==> src/rtl/pcm_slot_pkg.sv <==
package pcm_slot_pkg;
  localparam int SLOT_FIELD_W  = 6;
  localparam int BITS_PER_SLOT = 8;
  localparam int SAMPLE_W      = 14;
  localparam int IDX_W         = 4;

  typedef struct packed {
    logic             framed;
    logic             ch1Act;
    logic             ch2Act;
    logic [IDX_W-1:0] idx1;
    logic [IDX_W-1:0] idx2;
    logic             ch1Last;
    logic             ch2Last;
  } slotStrobes_t;
endpackage

==> src/rtl/pcm_slot_ctrl.sv <==
module pcm_slot_ctrl
  import pcm_slot_pkg::*;
#(
  parameter int NUM_SLOTS = 64
) (
  input  logic         clk,
  input  logic         rstN,
  input  logic         frameSync,
  input  logic         ctlWrEn,
  input  logic [7:0]   ctlWrData,
  input  logic         linearMode,
  output slotStrobes_t strobes
);
  localparam int FRAME_BITS = NUM_SLOTS * BITS_PER_SLOT;
  localparam int CNT_W      = $clog2(FRAME_BITS);
  localparam int BASE_W     = (CNT_W > SLOT_FIELD_W + 3) ? CNT_W : SLOT_FIELD_W + 3;
  localparam int WIN_W      = BASE_W + 2;

  logic             customEn;
  logic             framed;
  logic [CNT_W-1:0] bitCnt;
  logic [WIN_W-1:0] cntW;
  logic [WIN_W-1:0] winLen;
  logic [WIN_W-1:0] winStart [2];
  logic [WIN_W-1:0] winEnd   [2];
  logic [1:0]       fits;
  logic [1:0]       inWin;
  logic [1:0]       isLast;
  logic [IDX_W-1:0] idx [2];
  logic             collide;

  // frame bit counter
  always_ff @(posedge clk) begin
    if (!rstN) begin
      bitCnt <= '0;
      framed <= 1'b0;
    end else if (frameSync) begin
      bitCnt <= '0;
      framed <= 1'b1;
    end else if (bitCnt == CNT_W'(FRAME_BITS - 1)) begin
      bitCnt <= '0;
    end else begin
      bitCnt <= bitCnt + 1'b1;
    end
  end

  always_ff @(posedge clk) begin
    if (!rstN)        customEn <= 1'b0;
    else if (ctlWrEn) customEn <= ctlWrData[7];
  end

  assign cntW   = WIN_W'(bitCnt);
  assign winLen = linearMode ? WIN_W'(2 * BITS_PER_SLOT) : WIN_W'(BITS_PER_SLOT);

  for (genvar ch = 0; ch < 2; ch++) begin : g_ch
    localparam logic [SLOT_FIELD_W-1:0] DEF_SLOT = (ch == 0) ? SLOT_FIELD_W'(0) : SLOT_FIELD_W'(2);
    logic [SLOT_FIELD_W-1:0] slotReg;
    logic [SLOT_FIELD_W-1:0] effSlot;

    always_ff @(posedge clk) begin
      if (!rstN)
        slotReg <= '0;
      else if (ctlWrEn && (ctlWrData[6] == 1'(ch)))
        slotReg <= {ctlWrData[SLOT_FIELD_W-1:1], ctlWrData[0] & ~linearMode};
    end

    assign effSlot     = customEn ? slotReg : DEF_SLOT;
    assign winStart[ch] = WIN_W'(effSlot) << 3;
    assign winEnd[ch]   = winStart[ch] + winLen;
    assign fits[ch]     = winEnd[ch] <= WIN_W'(FRAME_BITS);
    assign inWin[ch]    = framed && fits[ch] && (cntW >= winStart[ch]) && (cntW < winEnd[ch]);
    assign idx[ch]      = IDX_W'(cntW - winStart[ch]);
    assign isLast[ch]   = inWin[ch] && (idx[ch] == (linearMode ? IDX_W'(15) : IDX_W'(7)));

    // odd slot written in linear mode is stored even
    p_lin_even_r7: assert property (@(posedge clk) disable iff (!rstN)
      ctlWrEn && linearMode && (ctlWrData[6] == 1'(ch)) |=> (slotReg[0] == 1'b0));
  end

  assign collide = fits[0] && fits[1] &&
                   (winStart[0] < winEnd[1]) && (winStart[1] < winEnd[0]);

  always_comb begin
    strobes         = '0;
    strobes.framed  = framed;
    strobes.ch1Act  = inWin[0];
    strobes.ch2Act  = inWin[1] && !collide;
    strobes.idx1    = idx[0];
    strobes.idx2    = idx[1];
    strobes.ch1Last = isLast[0];
    strobes.ch2Last = isLast[1] && !collide;
  end

  // sync with default mapping starts channel 1 bit 0 next cycle
  p_slot0_after_sync_r2: assert property (@(posedge clk) disable iff (!rstN)
    frameSync && !ctlWrEn && !customEn |=> strobes.ch1Act && (strobes.idx1 == '0));

  // never two channels on the line at once
  p_ch_exclusive_r10: assert property (@(posedge clk) disable iff (!rstN)
    !(strobes.ch1Act && strobes.ch2Act));
endmodule

==> src/rtl/pcm_slot_datapath.sv <==
module pcm_slot_datapath
  import pcm_slot_pkg::*;
(
  input  logic                         clk,
  input  logic                         rstN,
  input  slotStrobes_t                 strobes,
  input  logic                         linearMode,
  input  logic [1:0][SAMPLE_W-1:0]     txWord,
  input  logic                         pcmIn,
  output logic                         pcmOut,
  output logic                         pcmOutEn,
  output logic [1:0][SAMPLE_W-1:0]     rxWord,
  output logic [1:0]                   rxValid
);
  logic [1:0]            act;
  logic [1:0]            last;
  logic [1:0][IDX_W-1:0] idx;
  logic [1:0]            txBit;

  assign act  = {strobes.ch2Act, strobes.ch1Act};
  assign last = {strobes.ch2Last, strobes.ch1Last};
  assign idx  = {strobes.idx2, strobes.idx1};

  function automatic logic pickBit(input logic [SAMPLE_W-1:0] w,
                                   input logic [IDX_W-1:0] i, input logic lin);
    logic [IDX_W-1:0] sel;
    logic             b;
    if (lin) begin
      sel = IDX_W'(SAMPLE_W - 1) - i;
      b   = (i < IDX_W'(SAMPLE_W)) ? w[sel] : 1'b0;
    end else begin
      sel = IDX_W'(7) - i;
      b   = (i < IDX_W'(8)) ? w[sel] : 1'b0;
    end
    return b;
  endfunction

  for (genvar ch = 0; ch < 2; ch++) begin : g_lane
    logic [SAMPLE_W-1:0] shReg;
    logic [SAMPLE_W-1:0] rxReg;
    logic                vReg;
    logic                capture;

    assign txBit[ch] = pickBit(txWord[ch], idx[ch], linearMode);
    assign capture   = act[ch] && (!linearMode || (idx[ch] < IDX_W'(SAMPLE_W)));

    always_ff @(posedge clk) begin
      if (!rstN)        shReg <= '0;
      else if (capture) shReg <= {shReg[SAMPLE_W-2:0], pcmIn};
    end

    always_ff @(posedge clk) begin
      if (!rstN) begin
        rxReg <= '0;
        vReg  <= 1'b0;
      end else begin
        vReg <= last[ch];
        if (last[ch])
          rxReg <= linearMode ? shReg : {{(SAMPLE_W-8){1'b0}}, shReg[6:0], pcmIn};
      end
    end

    assign rxWord[ch]  = rxReg;
    assign rxValid[ch] = vReg;

    // a word strobe follows every window end, and only a window end
    p_valid_after_last_r8: assert property (@(posedge clk) disable iff (!rstN)
      last[ch] |=> rxValid[ch]);
    p_valid_needs_last_r8: assert property (@(posedge clk) disable iff (!rstN)
      rxValid[ch] |-> $past(last[ch]));
  end

  assign pcmOutEn = |act;
  assign pcmOut   = act[0] ? txBit[0] : (act[1] ? txBit[1] : 1'b0);

  // nothing leaves the block before frame alignment
  p_unframed_quiet_r1: assert property (@(posedge clk) disable iff (!rstN)
    !strobes.framed |-> !pcmOutEn && (rxValid == 2'b00));
endmodule

==> src/rtl/pcm_slot_mapper.sv <==
module pcm_slot_mapper
  import pcm_slot_pkg::*;
#(
  parameter int NUM_SLOTS = 64
) (
  input  logic                bitClk,
  input  logic                rstN,
  input  logic                frameSync,
  input  logic                ctlWrEn,
  input  logic [7:0]          ctlWrData,
  input  logic                linearMode,
  input  logic [SAMPLE_W-1:0] ch1Tx,
  input  logic [SAMPLE_W-1:0] ch2Tx,
  input  logic                pcmIn,
  output logic                pcmOut,
  output logic                pcmOutEn,
  output logic [SAMPLE_W-1:0] ch1Rx,
  output logic [SAMPLE_W-1:0] ch2Rx,
  output logic                ch1RxValid,
  output logic                ch2RxValid
);
  slotStrobes_t              strobes;
  logic [1:0][SAMPLE_W-1:0]  rxWord;
  logic [1:0]                rxValid;

  pcm_slot_ctrl #(.NUM_SLOTS(NUM_SLOTS)) u_ctrl (
    .clk        (bitClk),
    .rstN       (rstN),
    .frameSync  (frameSync),
    .ctlWrEn    (ctlWrEn),
    .ctlWrData  (ctlWrData),
    .linearMode (linearMode),
    .strobes    (strobes)
  );

  pcm_slot_datapath u_dp (
    .clk        (bitClk),
    .rstN       (rstN),
    .strobes    (strobes),
    .linearMode (linearMode),
    .txWord     ({ch2Tx, ch1Tx}),
    .pcmIn      (pcmIn),
    .pcmOut     (pcmOut),
    .pcmOutEn   (pcmOutEn),
    .rxWord     (rxWord),
    .rxValid    (rxValid)
  );

  assign ch1Rx      = rxWord[0];
  assign ch2Rx      = rxWord[1];
  assign ch1RxValid = rxValid[0];
  assign ch2RxValid = rxValid[1];
endmodule

==> config.mk <==
export PLATFORM = sky130hd
export DESIGN_NAME = pcm_slot_mapper
export DESIGN_NICKNAME = d
export VERILOG_FILES = /design/src/rtl/pcm_slot_pkg.sv /design/src/rtl/pcm_slot_ctrl.sv /design/src/rtl/pcm_slot_datapath.sv /design/src/rtl/pcm_slot_mapper.sv
export SDC_FILE = /design/constraint.sdc
export NUM_CORES = 1
export LEC_CHECK = 0
export ABC_AREA = 1
export BUFFER_PORTS_ARGS = -buffer_cell sky130_fd_sc_hd__buf_2
export CAP_MARGIN = 20
export CELL_PAD_IN_SITES_DETAIL_PLACEMENT = 1
export CELL_PAD_IN_SITES_GLOBAL_PLACEMENT = 1
export CORE_ASPECT_RATIO = 0.8
export CORE_UTILIZATION = 44
export CTS_CLUSTER_DIAMETER = 50
export DETAILED_ROUTE_END_ITERATION = 7
export GPL_ROUTABILITY_DRIVEN = 0
export HOLD_SLACK_MARGIN = 0.1
export PLACE_DENSITY = 0.86
export SYNTH_ARGS = -nofsm -noshare
export SYNTH_HDL_FRONTEND = slang
export SYNTH_SLANG_ARGS = --single-unit
==> constraint.sdc <==
create_clock -name bitClk -period 7 [get_ports bitClk]
set_input_delay 0.7 -clock bitClk [delete_from_list [all_inputs] [get_ports bitClk]]
set_output_delay 0.7 -clock bitClk [all_outputs]
set_load 0.02 [all_outputs]
==> metrics.md <==
| Metric | Value |
|---|---|
| Status | `finished clean` |
| R2R Setup Slk | `3090 ps` |
| CP max-delay cell | `buf_2` |
| ANT nets after route | `0` |
| Most frequent cells in the layout | `nand2_1 (223), nor2_1 (138), inv_1 (106)` |
| CTS buffer count | `9` |
| Clk root buf | `clkbuf_16` |
| Initial cell density of the core | `0.462` |
| HP Start | `u_dp.g_lane[0].rxReg[10]$_SDFFE_PN0P_` |
| Via/cell ratio | `5.23` |
| Initial antenna violation count | `0` |
| Die ar. | `12100 µm²` |
| CTS tree | `built` |
| Actual slew at the worst max-slew pin | `1000 ps` |
| Setup tns final | `0 ps` |
| Ratio of cells with drive above 1 in the final layout | `0.125` |
| Via Count | `5295` |
| Overall die height | `98.6 µm` |
| Worst r2r src | `u_ctrl.customEn$_SDFFE_PN0P_` |
| Post-placement cell area | `5520 µm²` |
| Die Wd | `123 µm` |
| Largest net degree at the start of global routing | `58` |
| Area growth syn-to-layout | `14.2%` |
| Top cell by count, worst path | `nand2_1` |
| Most common cell after layout, fill and taps aside | `nand2_1` |
| Rows | `34` |
| Post-Synth XOR/XNOR Area | `0.00341` |
| Startpoint types | `input pin` |
| Relative slew slack | `0.330` |
| Port Buf Inserts | `73` |
| Post-synthesis mux area share | `0.00975` |
| Min Tclk post-route | `5030 ps` |
| Grt ovf | `0` |
| Leak Pwr | `3.05 nW` |
| Syn_nets | `884` |
| Worst Reg-to-Reg Cells | `18` |
| Hold worst-path end | `u_dp.g_lane[0].rxReg[10]$_SDFFE_PN0P_` |
| 1st-pass router iterations | `5` |
| Slew Limit Fails | `0` |
| First-pass GRT wire length | `25700 µm` |
| Total GRT Usage | `0.266` |
| Sequential fraction of the synthesis area | `0.316` |
| DR iter-0 viols | `290` |
| # diodes | `0` |
| CP Max Fanout | `50` |
| Synthesis-stage register bit count | `81` |
| R2r endpoint | `u_dp.g_lane[1].shReg[8]$_SDFFE_PN0P_` |
| Skew-Pair Late Insertion Delay | `340 ps` |
| Final Setup Violations | `0` |
| I/O pin cnt | `74` |
| # clock sinks | `81` |
| Hold-fix buffers, CTS | `0` |
| Final non-filler cell total | `1013` |
| Max Freq | `199 MHz` |
| Worst Skew | `7.04 ps` |
| Largest family of logic cells by synthesized area | `simple AND/OR/NAND/NOR gates` |
| Post-cts sizing count | `0` |
| Unrepaired setup endpoints after global routing | `false` |
| Synth Area in Simple Gates | `0.375` |
| Endpoint class of the critical path | `primary output` |
| Cell Area, Synth | `5130 µm²` |
| Hold WS | `462 ps` |
| Cell variety after synth | `41` |
| Clock buffer depth | `2` |
| Fin util | `0.528` |
| WP data arrival | `4330 ps` |
| Pre-CTS WS | `2020 ps` |
| Number of global-route vias before repair | `5399` |
| WL final | `15100 µm` |
| Post-route DRC | `0` |
| # fillers | `1560` |
| Critical path class | `in2out` |
| Pwr Total | `1.22 mW` |
| Dpl cells | `998` |
| Worst path max stage delay | `640 ps` |
| Nets@finish | `940` |
| VDD IR max | `0.116 mV` |
| Cell count after synthesis | `809` |
| Postcts setup bufs | `0` |
| Final Cycle Share | `0.718` |
| Syn_area_per_cell | `6.34 µm²` |
| Routed length per instance | `14.9 µm` |
| Hold path depth | `2` |
| CP startpoint | `linearMode` |
| Crit path cell chain | `buf_2, inv_2, ha_1, fa_1, inv_1, ha_1, nand2_1, nand3_1, nand2_1, nand3_1, nand2_1, nand3_1, nand2_1, nor2b_2, nand2_1, o21ai_0, nand2_1, inv_1, buf_2` |
| Fin area | `5860 µm²` |
| Worst Path Buf+Inv | `5` |
| Power per cell area | `209 nW/µm²` |
| Critical Path RT | `6300 ps` |
| Worst setup margin | `1970 ps` |
| Post-synthesis compound-gate area fraction | `0.101` |
| Top cell family by delay on the critical path | `buffers and inverters` |
| Min-Delay Path Class | `reg2reg` |
| Hold Fails Final Rpt | `0` |
| H-tree depth | `3` |
| Max_cap viols | `0` |
| CTS clk-pin slew, worst paths | `60 ps` |
| Post-synthesis adder-cell area fraction | `0.0819` |
| CORE AREA | `11100 µm²` |
| HPWL after DPL | `11400 µm` |
| Yosys warns | `0` |
## worst max path at each step
stage | cells after the start | endpoint
after global routing | 19 | pcmOut
after floorplan | 18 | pcmOut
final | 19 | pcmOut
after CTS | 19 | pcmOut
after detailed placement | 19 | pcmOut
after global placement | 19 | pcmOut
## Yosys cell counts (all sizes together)
master	instances	share of area
nand2	228	0.17
nor2	140	0.10
inv	109	0.080
dfxtp	81	0.32
nand3	56	0.061
o21ai	46	0.046
a21oi	36	0.036
ha	32	0.078
clkbuf	15	0.011
buf	14	0.021
nand4	12	0.015
nand3b	8	0.012
nor3	6	0.0059
mux2i	5	0.0098
o2111ai	3	0.0051
o22ai	3	0.0037
o211ai	2	0.0029
or2	2	0.0024
a21boi	1	0.0015
a21o	1	0.0015
clkinv	1	0.00073
fa	1	0.0039
nor2b	1	0.0017
nor3b	1	0.0037
o211a	1	0.0020
o21a	1	0.0015
o221ai	1	0.0017
xnor2	1	0.0017
xor2	1	0.0017
## cell families after synthesis
kind of cell | Yosys count
xor+xnor | 2
flops | 81
fa+ha+maj | 33
buf+inv | 139
simple gates | 454
mux | 5
compound gates | 95
## worst min-delay path: cells and delay by family (launching register included)
kind             cells  cell delay (ps)
AO/OA/AOI/OAI        1               50
flip-flops           1              310
AND/OR/NAND/NOR      1               60
## power by group
group          leakage, nW  switching [mW]  total, mW  internal, mW
registers            0.659          0.0197      0.500         0.480
clock network        0.163           0.200      0.549         0.349
logic                 2.23           0.116      0.176        0.0597
total                 3.05           0.335       1.22         0.889
## routing by layer
metal / wire length [µm] / track usage / up-vias
met3: 631 / 0.0457 / 25
met2: 7020 / 0.450 / 127
li1: - / - / 2664
met1: 7130 / 0.349 / 2479
met5: 0 / 0 / -
met4: 265 / 0.0685 / 0
## state kept, by name, summed over array words and instances (netlist names)
register,flops
u_dp.g_lane.shReg,28
u_ctrl.customEn,1
u_ctrl.bitCnt,9
u_dp.g_lane.vReg,2
u_ctrl.g_ch.slotReg,12
u_dp.g_lane.rxReg,28
u_ctrl.framed,1
## layout make-up
| class | instances | area (µm²) | share of cell area |
|---|---|---|---|
| multi-input cells | 589 | 2930 | 0.500 |
| clock buffers | 9 | 225 | 0.0384 |
| clock inverters | 6 | 115 | 0.0196 |
| inverters | 110 | 413 | 0.0705 |
| well taps | 144 | 180 | 0.0307 |
| flip-flops and latches | 81 | 1620 | 0.277 |
| repair buffers | 74 | 373 | 0.0636 |
No activity file was read; power rests on OpenSTA's default activity.
